--- config.mk ---
export PLATFORM = sky130hd
export DESIGN_NAME = cdiv_dual_bank
export DESIGN_NICKNAME = d
export VERILOG_FILES = /design/src/rtl/cdiv_pkg.sv /design/src/rtl/cdiv_chain.sv /design/src/rtl/cdiv_phase_ctl.sv /design/src/rtl/cdiv_bank_tap.sv /design/src/rtl/cdiv_dual_bank.sv
export SDC_FILE = /design/constraint.sdc
export NUM_CORES = 1
export LEC_CHECK = 0
export ABC_CLOCK_PERIOD_IN_PS = 1800
export CORE_AREA = 2 2 39 41
export CTS_CLUSTER_DIAMETER = 200
export DETAILED_ROUTE_END_ITERATION = 6
export DIE_AREA = 0 0 41 43
export PLACE_DENSITY = 0.62
export SYNTH_ARGS = -nofsm -noshare
export SYNTH_HDL_FRONTEND = slang
export SYNTH_HIERARCHICAL = 1
export SYNTH_SLANG_ARGS = --single-unit
--- constraint.sdc ---
create_clock -name clk_i -period 1.8 [get_ports clk_i]
set_input_delay 0.27 -clock clk_i [delete_from_list [all_inputs] [get_ports clk_i]]
set_output_delay 0.27 -clock clk_i [all_outputs]
set_load 0.02 [all_outputs]
--- src/rtl/cdiv_pkg.sv ---
package cdiv_pkg;

  // Width of each bank's ratio select
  localparam int unsigned SEL_W = 2;

  // Tap index into {counter, gated clock}: 0 is the gated input clock,
  // k selects counter bit k-1 (divide by 2**k).
  function automatic int unsigned tap_index(input int unsigned base,
                                            input int unsigned sel);
    return base + sel;
  endfunction

  // Division ratio implied by a tap index
  function automatic int unsigned tap_ratio(input int unsigned idx);
    return 32'd1 << idx;
  endfunction

endpackage

--- src/rtl/cdiv_chain.sv ---
module cdiv_chain #(
  parameter int unsigned CNT_W = 4
) (
  input  logic             clk_i,
  input  logic             mrst_i,
  input  logic             run_i,
  output logic [CNT_W-1:0] cnt_o,
  output logic             at_zero_o
);

  logic [CNT_W-1:0] cnt_q;

  always_ff @(posedge clk_i or posedge mrst_i) begin
    if (mrst_i)     cnt_q <= '0;
    else if (run_i) cnt_q <= cnt_q + 1'b1;
  end

  assign cnt_o     = cnt_q;
  assign at_zero_o = (cnt_q == '0);

  // while running, every rising edge advances the chain by one
  p_step_when_running_r7: assert property (@(posedge clk_i) disable iff (mrst_i)
    run_i |=> (cnt_q == $past(cnt_q) + 1'b1));

  // while stopped, the chain keeps its value
  p_hold_when_stopped_r7: assert property (@(posedge clk_i) disable iff (mrst_i)
    !run_i |=> $stable(cnt_q));

endmodule

--- src/rtl/cdiv_phase_ctl.sv ---
module cdiv_phase_ctl
  import cdiv_pkg::*;
(
  input  logic             clk_i,
  input  logic             mrst_i,
  input  logic             at_zero_i,
  input  logic             en_i,
  input  logic [SEL_W-1:0] sel_a_i,
  input  logic [SEL_W-1:0] sel_b_i,
  output logic             run_o,
  output logic [SEL_W-1:0] sel_a_o,
  output logic [SEL_W-1:0] sel_b_o
);

  // Boundary registers: loaded on a falling edge, and only while the chain
  // is at zero, when all taps and the input clock are low.
  logic             run_q;
  logic [SEL_W-1:0] sel_a_q, sel_b_q;
  logic             boundary;

  assign boundary = at_zero_i;

  always_ff @(negedge clk_i or posedge mrst_i) begin
    if (mrst_i) begin
      run_q   <= 1'b0;
      sel_a_q <= '0;
      sel_b_q <= '0;
    end else if (boundary) begin
      run_q   <= en_i;
      sel_a_q <= sel_a_i;
      sel_b_q <= sel_b_i;
    end
  end

  assign run_o   = run_q;
  assign sel_a_o = sel_a_q;
  assign sel_b_o = sel_b_q;

  // enable is applied only at the zero count
  p_run_only_at_zero_r7: assert property (@(negedge clk_i) disable iff (mrst_i)
    !at_zero_i |=> $stable(run_q));

  // ratio changes are applied only at the zero count
  p_sel_only_at_zero_r8: assert property (@(negedge clk_i) disable iff (mrst_i)
    !at_zero_i |=> ($stable(sel_a_q) && $stable(sel_b_q)));

endmodule

--- src/rtl/cdiv_bank_tap.sv ---
module cdiv_bank_tap
  import cdiv_pkg::*;
#(
  parameter int unsigned CNT_W = 4,
  parameter int unsigned BASE  = 0
) (
  input  logic             clk_i,
  input  logic             mrst_i,
  input  logic             run_i,
  input  logic [CNT_W-1:0] cnt_i,
  input  logic [SEL_W-1:0] sel_i,
  output logic             q_o
);

  localparam int unsigned IDX_W = $clog2(CNT_W + 1);

  logic [CNT_W:0]   taps;
  logic [IDX_W-1:0] idx;

  generate
    if (BASE == 0) begin : g_with_bypass
      // Gate changes only while the clock is low (run_i moves on falling edges)
      assign taps = {cnt_i, clk_i & run_i};
    end else begin : g_divided_only
      assign taps = {cnt_i, 1'b0};
    end
  endgenerate

  assign idx = IDX_W'(tap_index(BASE, 32'(sel_i)));
  assign q_o = taps[idx];

  // a divide-by-2 selection toggles on every running rising edge
  p_half_toggle_r2: assert property (@(posedge clk_i) disable iff (mrst_i)
    (run_i && idx == IDX_W'(1)) |=> (idx != IDX_W'(1) || q_o != $past(q_o)));

endmodule

--- src/rtl/cdiv_dual_bank.sv ---
module cdiv_dual_bank
  import cdiv_pkg::*;
#(
  parameter int unsigned CNT_W  = 4,
  parameter int unsigned A_BASE = 0,
  parameter int unsigned B_BASE = 1
) (
  input  logic             clk_i,
  input  logic             mrst_i,
  input  logic             en_i,
  input  logic [SEL_W-1:0] sel_a_i,
  input  logic [SEL_W-1:0] sel_b_i,
  output logic             q_a_o,
  output logic             q_b_o
);

  localparam int unsigned N_BANK = 2;

  logic [CNT_W-1:0] cnt;
  logic             at_zero;
  logic             run;
  logic [SEL_W-1:0] sel_act [N_BANK];
  logic             q_bank  [N_BANK];

  cdiv_chain #(.CNT_W(CNT_W)) u_chain (
    .clk_i     (clk_i),
    .mrst_i    (mrst_i),
    .run_i     (run),
    .cnt_o     (cnt),
    .at_zero_o (at_zero)
  );

  cdiv_phase_ctl u_phase (
    .clk_i     (clk_i),
    .mrst_i    (mrst_i),
    .at_zero_i (at_zero),
    .en_i      (en_i),
    .sel_a_i   (sel_a_i),
    .sel_b_i   (sel_b_i),
    .run_o     (run),
    .sel_a_o   (sel_act[0]),
    .sel_b_o   (sel_act[1])
  );

  generate
    for (genvar g = 0; g < N_BANK; g++) begin : g_bank
      cdiv_bank_tap #(
        .CNT_W (CNT_W),
        .BASE  ((g == 0) ? A_BASE : B_BASE)
      ) u_tap (
        .clk_i  (clk_i),
        .mrst_i (mrst_i),
        .run_i  (run),
        .cnt_i  (cnt),
        .sel_i  (sel_act[g]),
        .q_o    (q_bank[g])
      );
    end
  endgenerate

  assign q_a_o = q_bank[0];
  assign q_b_o = q_bank[1];

  // a stopped block drives both outputs low
  p_quiet_when_stopped_r7: assert property (@(negedge clk_i) disable iff (mrst_i)
    !run |-> (!q_a_o && !q_b_o));

endmodule

==> flow_summary.toml, run 1 <==
[status]
status = "finished with violations"
violations = "negative setup slack"

[critical_path]
crit_type = "flop to output pin"
crit_fanout = 3
crit_required_ps = 1530
crit_family = "flip-flops"
slowest_delay_ps = 450
crit_chain = "ha_4, mux2i_1, o311ai_2, buf_4"
cp-end-kind = "output pin"
crit_buf_inv = 1
crit_slowest_cell = "dfrtn_1"
worstPathArrival_ps = 2500
cp-start-kind = "flop"

[timing]
finClkSkew_ps = 17.3
finalMaxSlewViolations = 0
hold_viol_final = 0
fin_ws_ps = -967
finalSetupTns_ps = -4420
rsz0062_at_grt = "true"
slew-limit-headroom_pct = 86.6
finalSetupViolations = 8
worstMarginPinSlew_ps = 195

[power]
powerDensity_mw_per_mm2 = 2150
seq_power_share_pct = 25.5
cellLeakagePower_nw = 0.335
power.switching_mw = 0.548
p_int_mw = 1.02
clkPwrFrac_pct = 25.4
p_comb_share_pct = 49.1
finalPower_mw = 1.57
swShare_pct = 35.0
ir_drop_uv = 781

[floorplanning]
die_area_mm2 = 0.00176
die-width_um = 41
io_pins = 9
num_rows = 14
initial_core_util_pct = 33.2
dieHeight_um = 43
core_mm2 = 0.00138

[cells_and_area]
drive_gt1_share_pct = 48.3
nets = 71
antenna_cells = 0
syn2layout_area_growth_pct = 58.6
fillerInstances = 132
utilization_pct = 52.6
stdcell_count = 76

[clocking]
insertion_delay_ps = 390
hold_buffers = 0
cts_tree = "built"
clk_pin_slew_ps = 60

[place]
gp_congestion = 0.725
pre_cts_ws_ps = -1070
dp_cells = 66
place.port_buffers = 8
hpwl_um = 760

[detailed_routing]
viasPerCell = 5.04
ant_nets = 0
routedWlPerCell_um = 15.2
vias = 383
dr.pass1.iters = 4
drcViolationCount = 0
drt_iter0_drc = 5
wirelength_um = 1150

[yosys]
synth.ff_latch_count = 9
yosysWarnings = 6
synthCells = 35
yosysSeqAreaShare_pct = 49.0
postSynthAreaPerCell_um2 = 13.1
syn_area_um2 = 459
syn-num-nets = 45
synthDistinctLibCells = 16

[grt]
grt_max_degree = 7
grt_pass1_wl_um = 1830
antenna_found_initial = 0
overflow = 0
first_global_vias = 427
grt_usage_pct = 17.3

[run]
drv_cap = 0

[worst_hold_path]
hold_path.class = "primary input to asynchronous set/reset pin"
==> cells in the final DEF, fill, tap and decap left out, types with 2 or more instances in the layout <==
cell             instances
clkdlybuf4s50_1          6
buf_4                    9
nand2_1                  2
nand4b_1                 2
inv_1                    3
mux2_4                   5
buf_6                    3
dfrtn_1                  5
clkbuf_4                 6
dfrtp_1                  4
xnor2_1                  2
==> power groups by stage <==
| stage | Clock, mW | Combinational, mW | Sequential (mW) |
|---|---|---|---|
| after floorplan | 0.0854 | 0.322 | 0.415 |
| after global placement | 0.128 | 0.577 | 0.373 |
| after detailed placement | 0.128 | 0.619 | 0.383 |
| after CTS | 0.415 | 0.700 | 0.394 |
| after global routing | 0.423 | 0.822 | 0.414 |
| final | 0.398 | 0.768 | 0.399 |
==> worst paths after layout <==
path	from	slack [ps]	cells past startpoint	to
setup / recovery	u_phase/sel_b_o[1]	-970	4	q_b_o
hold / removal	mrst_i	120	2	u_chain/cnt_o[0]
setup reg to reg	u_chain/cnt_o[1]	-520	5	u_phase/sel_a_o[0]
hold reg to reg	u_phase/sel_a_o[1]	500	1	u_phase/sel_a_o[1]
max in group asynchronous	mrst_i	650	2	u_phase/sel_a_o[1]
min in group clk_i	u_phase/sel_a_o[1]	500	1	u_phase/sel_a_o[1]
==> synth_stat cells, drive strengths merged <==
cell type,n,area share [%]
xor2,1,1.9
nand4,1,1.4
dfrtp,4,22
o21ai,1,1.1
mux2,5,12
nand2,2,1.6
nand4b,2,3.8
o311ai,1,3.5
ha,3,8.2
and2,1,1.4
mux2i,1,2.2
dfrtn,5,27
xnor2,2,3.8
nor3b,1,1.6
inv,4,3.3
mux4,1,4.9
==> cell families (layout without fill, tap and decap cells) <==
group	Yosys count	in the layout	synth area share, %
xor+xnor	3	3	5.72
mux	7	7	19.3
flops	9	9	49.0
fa+ha+maj	3	3	8.18
simple gates	7	7	9.81
buf+inv	4	29	3.27
compound gates	2	2	4.63
==> state kept, by name, summed over array words and instances, names as in the netlist <==
name / count
u_phase/run_o: 1
u_phase/sel_b_o: 2
u_chain/cnt_o: 4
u_phase/sel_a_o: 2
==> cell type report <==
cell class                 instances  area [µm²]  area share, %
timing repair buffer              17         150           20.6
inverter                           4        15.0           2.06
tap                               16        20.0           2.75
clock buffer                       8        60.1           8.25
sequential                         9         225           30.9
multi-input combinational         22         258           35.4
==> layer usage <==
metal	track usage [%]	vias to the layer above	wire length [µm]
li1	-	173	-
met1	16.3	203	457
met2	27.8	7	665
met3	6.81	0	31
met4	13.3	0	0
met5	0	-	0
==> through the flow <==
step	instance area (µm²)	hold WS (ps)
floorplan	464	36.1
global placement	617	456
detailed placement	617	465
CTS	698	119
global route	728	144
finish	728	120
==> timing repair <==
item	4_1_cts	5_1_grt
cloned	0	0
buffers inserted	2	3
gates resized for setup	17	4
pin swaps	2	1
endpoints found under the setup margin	9	10
(Power assumes the default switching activity.)
==> run 2, diff against run 1 <==
CAP_MARGIN = 15   (was default)
CTS_BUF_LIST = sky130_fd_sc_hd__clkbuf_4 sky130_fd_sc_hd__clkbuf_8   (was default)
==> run 2 against run 1 <==
  * The run still ends with negative setup slack left
  * Setup slack better by 3.0 ps
  * First-iteration DRC count up 120%
  * Final area up 0.52%
  * Critical path depth unchanged
  * Register-to-register slack about the same
  * Non-clock buffer count unchanged
  * Critical path type unchanged
  * Largest power group unchanged
  * Core utilization up 0.27 points
  * Clock power up 3%
  * Critical endpoint unchanged
==> flow_summary.toml, run 2 (synthesis results as in run 1) <==
[grt]
antenna_found_initial = 0
overflow = 0
grt_max_degree = 7
grt_pass1_wl_um = 1770
grt_usage_pct = 16.8
first_global_vias = 416

[floorplanning]
core_mm2 = 0.00138
die-width_um = 41
dieHeight_um = 43
io_pins = 9
die_area_mm2 = 0.00176
num_rows = 14
initial_core_util_pct = 33.2

[timing]
finalSetupTns_ps = -4380
fin_ws_ps = -964
worstMarginPinSlew_ps = 195
hold_viol_final = 0
slew-limit-headroom_pct = 86.6
finalSetupViolations = 8
finClkSkew_ps = 17.3
holdWs_ps = 121
finalMaxSlewViolations = 0
rsz0062_at_grt = "true"

[clocking]
hold_buffers = 0
cts_tree = "built"
insertion_delay_ps = 390
clk_pin_slew_ps = 60

[cells_and_area]
stdcell_count = 76
drive_gt1_share_pct = 50.0
largest_reg_flops = 4
final_common_cell = "buf_4"
fillerInstances = 133
antenna_cells = 0
nets = 71
utilization_pct = 52.9
final_cell_mix = "9 x buf_4, 7 x clkbuf_4, 6 x clkdlybuf4s50_1, 5 x mux2_4, 5 x dfrtn_1"
syn2layout_area_growth_pct = 59.4

[critical_path]
crit_type = "flop to output pin"
crit_chain = "ha_4, mux2i_1, o311ai_2, buf_4"
crit_fanout = 3
cp-start-kind = "flop"
cp-end-kind = "output pin"
crit_slowest_cell = "dfrtn_1"
crit_buf_inv = 1
crit_required_ps = 1530
crit_family = "flip-flops"
slowest_delay_ps = 450
worstPathArrival_ps = 2490

[detailed_routing]
routedWlPerCell_um = 14.4
vias = 378
drt_iter0_drc = 11
dr.pass1.iters = 4
wirelength_um = 1100
ant_nets = 0
drcViolationCount = 0
viasPerCell = 4.97

[place]
gp_congestion = 0.725
hpwl_um = 760
place.port_buffers = 8
dp_cells = 66

[status]
status = "finished with violations"
violations = "negative setup slack"

[worst_hold_path]
hold_path.class = "primary input to asynchronous set/reset pin"

[power]
cellLeakagePower_nw = 0.338
powerDensity_mw_per_mm2 = 2150
ir_drop_uv = 781
finalPower_mw = 1.57

[run]
drv_cap = 0
run 2: cell types whose count changed in the layout (fill, tap and decap cells not counted):
cell      delta
clkbuf_4     +1
clkbuf_1     -1
run 2: worst paths after layout:
kind	endpoint	slack [ps]	depth (start not counted)	startpoint
setup / recovery	q_b_o	-960	4	u_phase/sel_b_o[1]
min in group clk_i	u_phase/sel_a_o[0]	490	1	u_phase/sel_a_o[0]
setup reg to reg	u_phase/sel_b_o[0]	-520	5	u_chain/cnt_o[1]
hold reg to reg	u_phase/sel_a_o[0]	490	1	u_phase/sel_a_o[0]
hold / removal	u_chain/cnt_o[0]	120	2	mrst_i
max in group asynchronous	u_phase/run_o	670	2	mrst_i
run 2: metrics by stage:
stage	setup slack (ps)	instance area (µm²)
2_1_floorplan	-633	464
3_3_place_gp	-992	617
3_5_place_dp	-1070	617
4_1_cts	-991	702
5_1_grt	-1020	732
6_report	-964	732
run 2: area by class of cell:
| class | count | area, µm² | share of cell area [%] |
|---|---|---|---|
| Clock buffer | 8 | 63.8 | 8.72 |
| Inverter | 4 | 15.0 | 2.05 |
| Multi-Input combinational cell | 22 | 258 | 35.2 |
| Sequential cell | 9 | 225 | 30.8 |
| Tap cell | 16 | 20.0 | 2.74 |
| Timing Repair Buffer | 17 | 150 | 20.5 |
run 2: power breakdown:
part | switching [mW] | leakage (nW) | internal (mW)
Clock | 0.149 | 0.0468 | 0.262
Combinational | 0.308 | 0.186 | 0.454
Sequential | 0.0820 | 0.106 | 0.317
run 2: per-layer routing:
layer	part of all wire [%]	up-vias	GRT usage, %
met4	0	0	13.3
met3	3.9	0	6.81
met2	56	11	25.3
met5	0	-	0
met1	40	193	17.0
li1	-	174	-
run 2: worst register-to-register path, stage by stage (launching register included):
cell	delay [ps]
dfrtp_1	390
inv_2	70
ha_2	160
nor3b_2	190
buf_6	170
mux2_4	310
run 2: what timing repair did:
action,4_1_cts,5_1_grt
resized for setup,17,4
buffers inserted,2,3
pin swaps,2,1
setup endpoints to repair,9,10
endpoints found under the hold margin,0,0
==> run 3, diff against run 2 <==
GPL_ROUTABILITY_DRIVEN = 1   (was default)
==> results of run 3 <==
The final DEF is identical to that of run 2; final timing and power are the same.
